File: src/rtl/pcs_pkg.sv
package pcs_pkg;

  // Operation chosen for the current cycle after priority resolution.
  typedef enum logic [2:0] {
    OP_HOLD = 3'd0,
    OP_INC  = 3'd1,
    OP_JMP  = 3'd2,
    OP_CALL = 3'd3,
    OP_RET  = 3'd4
  } pcs_op_e;

endpackage

File: src/rtl/pcs_op_arbiter.sv
module pcs_op_arbiter
  import pcs_pkg::*;
(
  input  logic    inc_en,
  input  logic    call_req,
  input  logic    ret_req,
  input  logic    jmp_req,
  output pcs_op_e op
);

  // Fixed priority: call > return > jump > increment.
  always_comb begin
    if (call_req)     op = OP_CALL;
    else if (ret_req) op = OP_RET;
    else if (jmp_req) op = OP_JMP;
    else if (inc_en)  op = OP_INC;
    else              op = OP_HOLD;
  end

endmodule

File: src/rtl/pcs_level_ptr.sv
module pcs_level_ptr
  import pcs_pkg::*;
#(
  parameter int LEVELS = 4,
  localparam int PTR_W = (LEVELS > 1) ? $clog2(LEVELS) : 1
) (
  input  logic             clk,
  input  logic             rst_n,
  input  pcs_op_e          op,
  output logic [PTR_W-1:0] cur_ptr,
  output logic [PTR_W-1:0] nxt_ptr
);

  localparam logic [PTR_W-1:0] TOP_LVL = PTR_W'(LEVELS - 1);

  logic             ptr_en;
  logic [PTR_W-1:0] ptr_d;
  logic [PTR_W-1:0] ptr_q;

  // Forward neighbour (used by call) with ring wrap.
  always_comb begin
    nxt_ptr = (ptr_q == TOP_LVL) ? '0 : ptr_q + 1'b1;
  end

  // Next-state selection and clock enable.
  always_comb begin
    ptr_en = 1'b0;
    ptr_d  = ptr_q;
    case (op)
      OP_CALL: begin
        ptr_en = 1'b1;
        ptr_d  = nxt_ptr;
      end
      OP_RET: begin
        ptr_en = 1'b1;
        ptr_d  = (ptr_q == '0) ? TOP_LVL : ptr_q - 1'b1;
      end
      default: begin
        ptr_en = 1'b0;
        ptr_d  = ptr_q;
      end
    endcase
  end

  always_ff @(posedge clk or negedge rst_n) begin
    if (!rst_n)      ptr_q <= '0;
    else if (ptr_en) ptr_q <= ptr_d;
  end

  assign cur_ptr = ptr_q;


  ptr_still_chk: assert property (@(posedge clk) disable iff (!rst_n)
    !((op == OP_CALL) || (op == OP_RET)) |=> $stable(cur_ptr));

endmodule

File: src/rtl/pcs_level_bank.sv
module pcs_level_bank
  import pcs_pkg::*;
#(
  parameter int ADDR_W = 12,
  parameter int LEVELS = 4,
  localparam int PTR_W = (LEVELS > 1) ? $clog2(LEVELS) : 1
) (
  input  logic              clk,
  input  logic              rst_n,
  input  pcs_op_e           op,
  input  logic [PTR_W-1:0]  cur_ptr,
  input  logic [PTR_W-1:0]  nxt_ptr,
  input  logic [ADDR_W-1:0] call_tgt,
  input  logic [ADDR_W-1:0] jmp_tgt,
  output logic [ADDR_W-1:0] active_addr
);

  logic [ADDR_W-1:0] lvl_q  [LEVELS];
  logic [ADDR_W-1:0] lvl_d  [LEVELS];
  logic [LEVELS-1:0] lvl_we;
  logic [ADDR_W-1:0] step_addr;

  assign active_addr = lvl_q[cur_ptr];
  assign step_addr   = active_addr + ADDR_W'(1);

  for (genvar g = 0; g < LEVELS; g++) begin : g_lvl
    logic is_cur;
    logic is_nxt;

    assign is_cur = (cur_ptr == PTR_W'(g));
    assign is_nxt = (nxt_ptr == PTR_W'(g));

    // Next-state for one level.
    always_comb begin
      lvl_we[g] = 1'b0;
      lvl_d[g]  = lvl_q[g];
      case (op)
        OP_INC: if (is_cur) begin
          lvl_we[g] = 1'b1;
          lvl_d[g]  = step_addr;
        end
        OP_JMP: if (is_cur) begin
          lvl_we[g] = 1'b1;
          lvl_d[g]  = jmp_tgt;
        end
        OP_CALL: begin
          if (is_cur) begin
            lvl_we[g] = 1'b1;
            lvl_d[g]  = step_addr;
          end else if (is_nxt) begin
            lvl_we[g] = 1'b1;
            lvl_d[g]  = call_tgt;
          end
        end
        default: begin
          lvl_we[g] = 1'b0;
          lvl_d[g]  = lvl_q[g];
        end
      endcase
    end

    always_ff @(posedge clk or negedge rst_n) begin
      if (!rst_n)         lvl_q[g] <= '0;
      else if (lvl_we[g]) lvl_q[g] <= lvl_d[g];
    end


    ret_keeps_lvl_chk: assert property (@(posedge clk) disable iff (!rst_n)
      (op == OP_RET) |=> $stable(lvl_q[g]));
  end


  call_two_writes_chk: assert property (@(posedge clk) disable iff (!rst_n)
    (op == OP_CALL) |-> ($countones(lvl_we) == 2));


  single_write_chk: assert property (@(posedge clk) disable iff (!rst_n)
    (op != OP_CALL) |-> $onehot0(lvl_we));

endmodule

File: src/rtl/pc_ring_stack.sv
module pc_ring_stack
  import pcs_pkg::*;
#(
  parameter int ADDR_W = 12,
  parameter int LEVELS = 4,
  localparam int PTR_W = (LEVELS > 1) ? $clog2(LEVELS) : 1
) (
  input  logic              clk,
  input  logic              rst_n,
  input  logic              inc_en,
  input  logic              call_req,
  input  logic [ADDR_W-1:0] call_tgt,
  input  logic              ret_req,
  input  logic              jmp_req,
  input  logic [ADDR_W-1:0] jmp_tgt,
  output logic [ADDR_W-1:0] pc_out,
  output logic [PTR_W-1:0]  depth_out
);

  pcs_op_e          op;
  logic [PTR_W-1:0] cur_ptr;
  logic [PTR_W-1:0] nxt_ptr;

  pcs_op_arbiter u_arb (
    .inc_en   (inc_en),
    .call_req (call_req),
    .ret_req  (ret_req),
    .jmp_req  (jmp_req),
    .op       (op)
  );

  pcs_level_ptr #(.LEVELS(LEVELS)) u_ptr (
    .clk     (clk),
    .rst_n   (rst_n),
    .op      (op),
    .cur_ptr (cur_ptr),
    .nxt_ptr (nxt_ptr)
  );

  pcs_level_bank #(.ADDR_W(ADDR_W), .LEVELS(LEVELS)) u_bank (
    .clk         (clk),
    .rst_n       (rst_n),
    .op          (op),
    .cur_ptr     (cur_ptr),
    .nxt_ptr     (nxt_ptr),
    .call_tgt    (call_tgt),
    .jmp_tgt     (jmp_tgt),
    .active_addr (pc_out)
  );

  assign depth_out = cur_ptr;


  inc_step_chk: assert property (@(posedge clk) disable iff (!rst_n)
    (inc_en && !call_req && !ret_req && !jmp_req) |=>
      ((pc_out == $past(pc_out) + ADDR_W'(1)) && $stable(depth_out)));


  jmp_load_chk: assert property (@(posedge clk) disable iff (!rst_n)
    (jmp_req && !call_req && !ret_req) |=>
      ((pc_out == $past(jmp_tgt)) && $stable(depth_out)));


  call_enter_chk: assert property (@(posedge clk) disable iff (!rst_n)
    call_req |=> ((pc_out == $past(call_tgt)) &&
      (depth_out == (($past(depth_out) == PTR_W'(LEVELS - 1)) ? '0 : $past(depth_out) + 1'b1))));


  idle_hold_chk: assert property (@(posedge clk) disable iff (!rst_n)
    !(inc_en || call_req || ret_req || jmp_req) |=>
      ($stable(pc_out) && $stable(depth_out)));

endmodule

File: config.mk
export PLATFORM = sky130hd
export DESIGN_NAME = pc_ring_stack
export DESIGN_NICKNAME = d
export VERILOG_FILES = /design/src/rtl/pcs_pkg.sv /design/src/rtl/pcs_op_arbiter.sv /design/src/rtl/pcs_level_ptr.sv /design/src/rtl/pcs_level_bank.sv /design/src/rtl/pc_ring_stack.sv
export SDC_FILE = /design/constraint.sdc
export NUM_CORES = 1
export LEC_CHECK = 0
export BUFFER_PORTS_ARGS = -buffer_cell sky130_fd_sc_hd__buf_2
export CAP_MARGIN = 40
export CORE_MARGIN = 3
export CORE_UTILIZATION = 40
export CTS_CLUSTER_DIAMETER = 80
export CTS_CLUSTER_SIZE = 30
export DETAILED_ROUTE_END_ITERATION = 10
export PLACE_DENSITY = 0.68
export SLEW_MARGIN = 15
export SYNTH_ARGS = -nofsm -noshare
export SYNTH_HDL_FRONTEND = slang
export SYNTH_HIERARCHICAL = 1
export SYNTH_SLANG_ARGS = --single-unit
File: constraint.sdc
create_clock -name clk -period 2.79 [get_ports clk]
set_clock_uncertainty 0.1 [all_clocks]
set_input_delay 0.1395 -clock clk [delete_from_list [all_inputs] [get_ports clk]]
set_output_delay 0.1395 -clock clk [all_outputs]
set_load 0.01 [all_outputs]
---- Yosys cells after proc, flatten, opt, wreduce, memory -nomap -nowiden ----
Cells that the tools add are included.
cells by class
  add/sub/neg operators ................... 3
  magnitude comparators ................... 1
  equality and inequality tests ........... 22
  multiplexer cells ....................... 47
  bitwise operators ....................... 1
  reduce and logical (&&, ||, !) cells .... 11
operator list
  operator                 count
  $mux W12                 18
  $pmux W12 S3             4
  $bmux W12 S2             1
  $reduce_and A5 Y1        4
  $ne A2 B1 Y1 const B     8
  $mux W1                  14
  $add A12 B1 Y12 const B  1
  $ne A3 B1 Y1 const B     4
  $mux W3                  3
  $eq A2 B2 Y1 const B     4
  $pmux W1 S2              4
  $eq A3 B2 Y1 const B     2
  $eq A2 B1 Y1 const B     2
  $logic_not A2 Y1         2
  $mux W2                  2
  $pmux W2 S2              1
  $reduce_or A2 Y1         2
  $eq A3 B1 Y1 const B     1
  $eq A3 B3 Y1 const B     1
  $ge A3 B3 Y1 const B     1
  $not A2 Y3               1
  $reduce_bool A3 Y1       1
  $add A2 B1 Y2 const B    1
  $reduce_and A2 Y1        1
  2 further kinds          2
storage, ports and cells
  bits in registers ....................... 50
  input bits .............................. 30
  output and inout port bits .............. 14

---- Depth between registers and ports, before layout ----
  word-level depth ........................ 8
  depth in mapped cells ................... 10
  mapped depth without buffers ............ 8

---- Cells and area by module ----
Netlist, hierarchy kept.
modules (own cells, without submodules)
  module          instances  cells each  area each (sq um)  sequential area each (sq um)
  pcs_level_bank  1          424         3548.4             1201.2
  pcs_level_ptr   1          20          185.2              50.0
  pcs_op_arbiter  1          5           26.3               0.0

---- Worst setup path after synthesis ----
No wires, ideal clock.
  kind .................................... register -> register
  start ................................... reg u_ptr.ptr_q[0], in the netlist u_ptr/cur_ptr[0]
  end ..................................... reg u_bank/lvl_q[8] (netlist name)
  setup time .............................. 0.148 ns
  arrival ................................. 2.353 ns
  data required time ...................... 2.542 ns
  slack ................................... 0.188 ns
  cell stages (with the launch flop) ...... 9
  buffers on the path ..................... 1
  period minus slack after synthesis ...... 2.602 ns
  path through ............................ dfrtp_1 buf_6 mux4_2 ha_1 nand3_4 nor2_1 xnor2_2 a2bb2oi_1 a31oi_1
on the way
  cells in the longest elaborated chain, start to end .. 7
RTL lines
  element                                         line                                        RTL
  from (decl)                                     pcs_level_ptr.sv:18                         logic [PTR_W-1:0] ptr_q;
  from (signal assigned)                          pcs_level_ptr.sv:47                         else if (ptr_en) ptr_q <= ptr_d;
  $not A2 Y3 (not written as such) *              pcs_level_bank.sv:23                        assign active_addr = lvl_q[cur_ptr];
  $bmux W12 S2 *                                  pcs_level_bank.sv:23
  $mux W12 (not written as such) * (2 in series)  pcs_level_bank.sv:23
  via pc_out[0]                                   pc_ring_stack.sv:16                         output logic [ADDR_W-1:0] pc_out,
  $add A12 B1 Y12 *                               pcs_level_bank.sv:24                        assign step_addr = active_addr + ADDR_W'(1);
  $mux W12, on equally long branches              pcs_level_bank.sv:47, pcs_level_bank.sv:38
  $pmux W12 S3 *                                  pcs_level_bank.sv:37                        case (op)
  to (signal, indexed assignment)                 pcs_level_bank.sv:64                        else if (lvl_we[g]) lvl_q[g] <= lvl_d[g];
  to (decl)                                       pcs_level_bank.sv:18                        logic [ADDR_W-1:0] lvl_q [LEVELS];
The timed path passes the listed nets; every way through them passes the cells marked *. The select of a mux whose other input is x is not followed.
A chain may end at the register's enable or synchronous reset.

---- Worst setup path after layout ----
  start ................................... reg u_ptr.ptr_q[0], in the netlist u_ptr/cur_ptr[0]
  end ..................................... reg u_bank/lvl_q[22] (netlist name)
on the way
  cells in the longest elaborated chain, start to end .. 7
RTL lines
  element                                                         line                                        RTL
  $not A2 Y3 (not written as such) (tied with other cells)        pcs_level_bank.sv:23
  $bmux W12 S2 or $mux W2 (tied branches)                         pcs_level_bank.sv:23, pcs_level_ptr.sv:22
  $mux W12 (not written as such) or $eq A2 B2 Y1 (tied branches)  pcs_level_bank.sv:23, pcs_level_bank.sv:31
  $mux W12 (not written as such) or $mux W1 (tied branches)       pcs_level_bank.sv:23, pcs_level_bank.sv:50
  $add A12 B1 Y12 or $mux W1 (tied branches)                      pcs_level_bank.sv:24, pcs_level_bank.sv:47
  $mux W12 (tied with other cells)                                pcs_level_bank.sv:47                        if (is_cur) begin
  $pmux W12 S3 or $reduce_and A5 Y1 (tied branches)               -
Parallel ways exist; a longest one is shown, timed or not. The select of a mux whose other input is x is not followed.

==> results.rst <==
.. list-table::
   :header-rows: 1

   * - Metric
     - Value
   * - Leak pwr
     - 1.81 nW
   * - Total cell area at the placement stage
     - 4230 sq um
   * - Flops & latches, synth
     - 50
   * - Placeable Area
     - 8930 sq um
   * - Net switching power
     - 2.89 mW
   * - Die extent in y
     - 103 um
   * - Commonest cells after routing, fill and taps aside
     - 70 x nand2_1, 62 x o21ai_0, 56 x nor2_1
   * - Die footprint
     - 10600 sq um
   * - CTS Sinks
     - 50
   * - Vias in the first global route
     - 3662
   * - Row count
     - 34
   * - RSZ-0062 raised after global routing
     - true
   * - Max layer used
     - met4
   * - Level count of the clock H-tree
     - 2
   * - Power share of the combinational group
     - 0.698
   * - Mean area per synthesized cell
     - 8.37 sq um
   * - Nets
     - 536
   * - Global router's overall resource usage
     - 0.232
   * - Antenna diode count
     - 0
   * - Most frequently used flop master after synthesis
     - dfrtp_1
   * - Post-CTS setup buffer count
     - 0
   * - Total grt overflow
     - 0
   * - FFs w/ async S/R, synth
     - 1.00
   * - Internal Dissipation
     - 2.86 mW
   * - Status
     - completed
   * - Initial standard-cell utilization of the core
     - 0.421
   * - Maximum number of pins on one net before global-route repair
     - 31
   * - Buffers on Ports
     - 43
   * - Net switching fraction of the power
     - 0.502
   * - Drt initial violations
     - 267
   * - Met2 wire len
     - 5420 um
   * - Count of nets left with antenna violations after detail routing
     - 0
   * - Post-detailed-routing wire length
     - 11600 um
   * - Slew of the pin with the lowest slew margin
     - 0.715 ns
   * - Most frequent standard cell in the layout excluding fill and tap cells
     - nand2_1
   * - Final weighted congestion of routability-driven global placement
     - 0.911
   * - Worst IR drop on VDD
     - 0.650 mV
   * - Detailed-routed wire length on met3
     - 926 um
   * - Count of TritonRoute iterations in the first routing pass
     - 5
   * - Post-synth cell types
     - 57
   * - Cell chosen for the clock root
     - clkbuf_8
   * - Element type at the critical path end
     - flop
   * - Detailed placer's ending HPWL
     - 8700 um
   * - Proportion of layout cells with a drive suffix above 1
     - 0.241
   * - Antenna violations before repair
     - 0
   * - CTS tree
     - done
   * - Count of mapped cells out of synthesis
     - 449
   * - Critical Path Source Type
     - flop
   * - Part of the Yosys area used for sequential elements
     - 0.333
   * - Vias per cell
     - 6.11
   * - Maximum clock rate
     - 373 MHz
   * - Number of flops mapped to enable cells by yosys
     - 0
   * - Tot Pwr
     - 5.75 mW
   * - Final Hold Vio Count
     - 0
   * - Worst-case clock buffer depth
     - 2
   * - Proportion of power drawn by the clock network
     - 0.075
   * - Post-route DRC violation count
     - 0
   * - Ports
     - 44
   * - Number of setup violations in the final report
     - 0
   * - Summed area of non-filler cells in the final layout
     - 4340 sq um
   * - Ratio of final minimum period to clock period
     - 0.960
   * - Clock Latency Late Sink
     - 0.31 ns
   * - Fraction of power consumed by sequential logic
     - 0.227
   * - FILL cells
     - 902
   * - Remaining max-slew budget at the tightest pin
     - 0.522
   * - Overall via count from detail_route
     - 3733
   * - Synthesized net count
     - 482
   * - Slew Limit Fails
     - 0
   * - Number of warnings printed during yosys synthesis
     - 6
   * - Required arrival time at the worst endpoint
     - 2.89 ns
   * - Overall die width
     - 103 um
   * - Total CTS buffers
     - 5
   * - Max Cap Viol
     - 0
   * - Post-layout minimum cycle time
     - 2.68 ns
   * - Area of the mapped netlist
     - 3760 sq um
   * - Hold Path Class
     - input pin to flop
   * - Clock Pin Slew Worst Setup and Hold Paths
     - 0.10 ns
   * - Post-route met1 wirelength
     - 5060 um
   * - Areal power density over the cells
     - 1320 nW/um^2
   * - Critical path start-end classification
     - flop to flop
   * - Multi-input gate area
     - 2350 sq um
   * - Synthesis-to-finish area growth
     - 15.4%
   * - First-pass GRT wire length
     - 19100 um
   * - Reg area
     - 1250 sq um
   * - CP max FO
     - 23
   * - Average wire per standard cell
     - 19.0 um
   * - Crit path arrival time
     - 2.78 ns
-- power by group through the flow --
| stage | Combinational [mW] | Sequential, mW | Clock [mW] |
|---|---|---|---|
| 6_report | 4.01 | 1.30 | 0.430 |
| 5_1_grt | 4.39 | 1.34 | 0.463 |
| 4_1_cts | 3.94 | 1.31 | 0.440 |
| 3_5_place_dp | 3.93 | 1.32 | 0 |
| 3_3_place_gp | 3.87 | 1.30 | 0 |
| 2_1_floorplan | 2.75 | 1.24 | 0 |
-- logic make-up (layout without fill, tap and decap cells) --
group	after synthesis	count (layout)	synth area share
buf+inv	37	91	0.0446
simple gates	181	181	0.240
flops	50	50	0.333
xor+xnor	8	8	0.0266
fa+ha+maj	3	3	0.00998
compound gates	158	158	0.273
mux	12	12	0.0729
-- state kept, by name (all words and copies together), names as in the netlist --
signal         cells
u_ptr/cur_ptr      2
u_bank/lvl_q      48
-- synth_stat cells, types with 2 or more instances --
cell type  instances  area, sq um
nand2_1           70          263
o21ai_0           62          310
nor2_1            56          210
dfrtp_1           50         1250
clkbuf_1          24         90.1
a21oi_1           21          105
a211oi_1          12         90.1
a21o_1            11         82.6
a31oi_1           11         68.8
mux4_2            11          248
nand2b_1           8         50.1
o22ai_1            8         50.1
nor2b_1            7         43.8
inv_1              6         22.5
nand3_1            5         25.0
nand4_1            5         31.3
nor3_1             5         25.0
o32ai_1            5         43.8
a22o_1             4         35.0
and3_1             4         25.0
nor3b_1            4         30.0
o31ai_1            4         30.0
o31ai_2            4         50.1
o32a_1             4         40.0
buf_6              3         33.8
ha_1               3         37.5
o31a_1             3         26.3
xnor2_2            3         48.8
a31o_2             2         17.5
buf_2              2         10.0
nand4_4            2         42.5
nor3_2             2         20.0
o2bb2ai_1          2         17.5
xnor2_1            2         17.5
xor2_1             2         17.5
-- path summary, 6_finish.rpt --
check                      slack [ns]                      endpoint  cells past startpoint                    startpoint
max                              0.11  u_bank/lvl_q[22]$_DFFE_PN0P_                      8  u_ptr/cur_ptr[0]$_DFFE_PN0P_
max reg2reg                      0.11  u_bank/lvl_q[22]$_DFFE_PN0P_                      8  u_ptr/cur_ptr[0]$_DFFE_PN0P_
min reg2reg                      0.39  u_bank/lvl_q[26]$_DFFE_PN0P_                      2  u_bank/lvl_q[26]$_DFFE_PN0P_
min                              0.07   u_bank/lvl_q[8]$_DFFE_PN0P_                      3                    jmp_tgt[8]
min in group asynchronous        0.29  u_bank/lvl_q[26]$_DFFE_PN0P_                      2                         rst_n
max in group asynchronous        1.52  u_bank/lvl_q[19]$_DFFE_PN0P_                      3                         rst_n
-- layer usage --
metal,GRT usage,up-vias
li1,-,1741
met1,0.333,1797
met2,0.361,173
met3,0.0359,22
met4,0.0737,0
met5,0,-
-- metrics by stage --
stage	hold slack (ns)	utilization	cells	setup WS (ns)	setup TNS, ns
final	0.0703	0.486	611	0.112	0
after global routing	0.0860	0.486	611	-0.00471	-0.00471
after CTS	0.0680	0.484	611	0.139	0
after detailed placement	0.128	0.474	603	0.174	0
after global placement	0.110	0.474	603	0.239	0
after floorplan	-0.256	-	449	0.188	0
-- layout make-up --
class,instances,share of cell area
Timing Repair Buffer,78,0.114
Clock inverter,2,0.00346
Clock buffer,5,0.0159
Inverter,6,0.00519
Multi-Input combinational cell,362,0.543
Tap cell,108,0.0311
Sequential cell,50,0.288
-- critical path: stages, from the launching register on --
cell and delay, ns:
dfrtp_1 0.40, buf_12 0.20, mux4_2 0.61, ha_1 0.30, nand3_4 0.13, nor3_2 0.08
xnor2_2 0.36, nor2_1 0.10, o32ai_1 0.28
-- timing repair --
action | in CTS | in global routing
hold endpoints to repair | 29 | 0
setup endpoints to repair | 0 | 5
resized for setup | 0 | 2
hold buffers | 1 | 0
(Power assumes the default switching activity.)
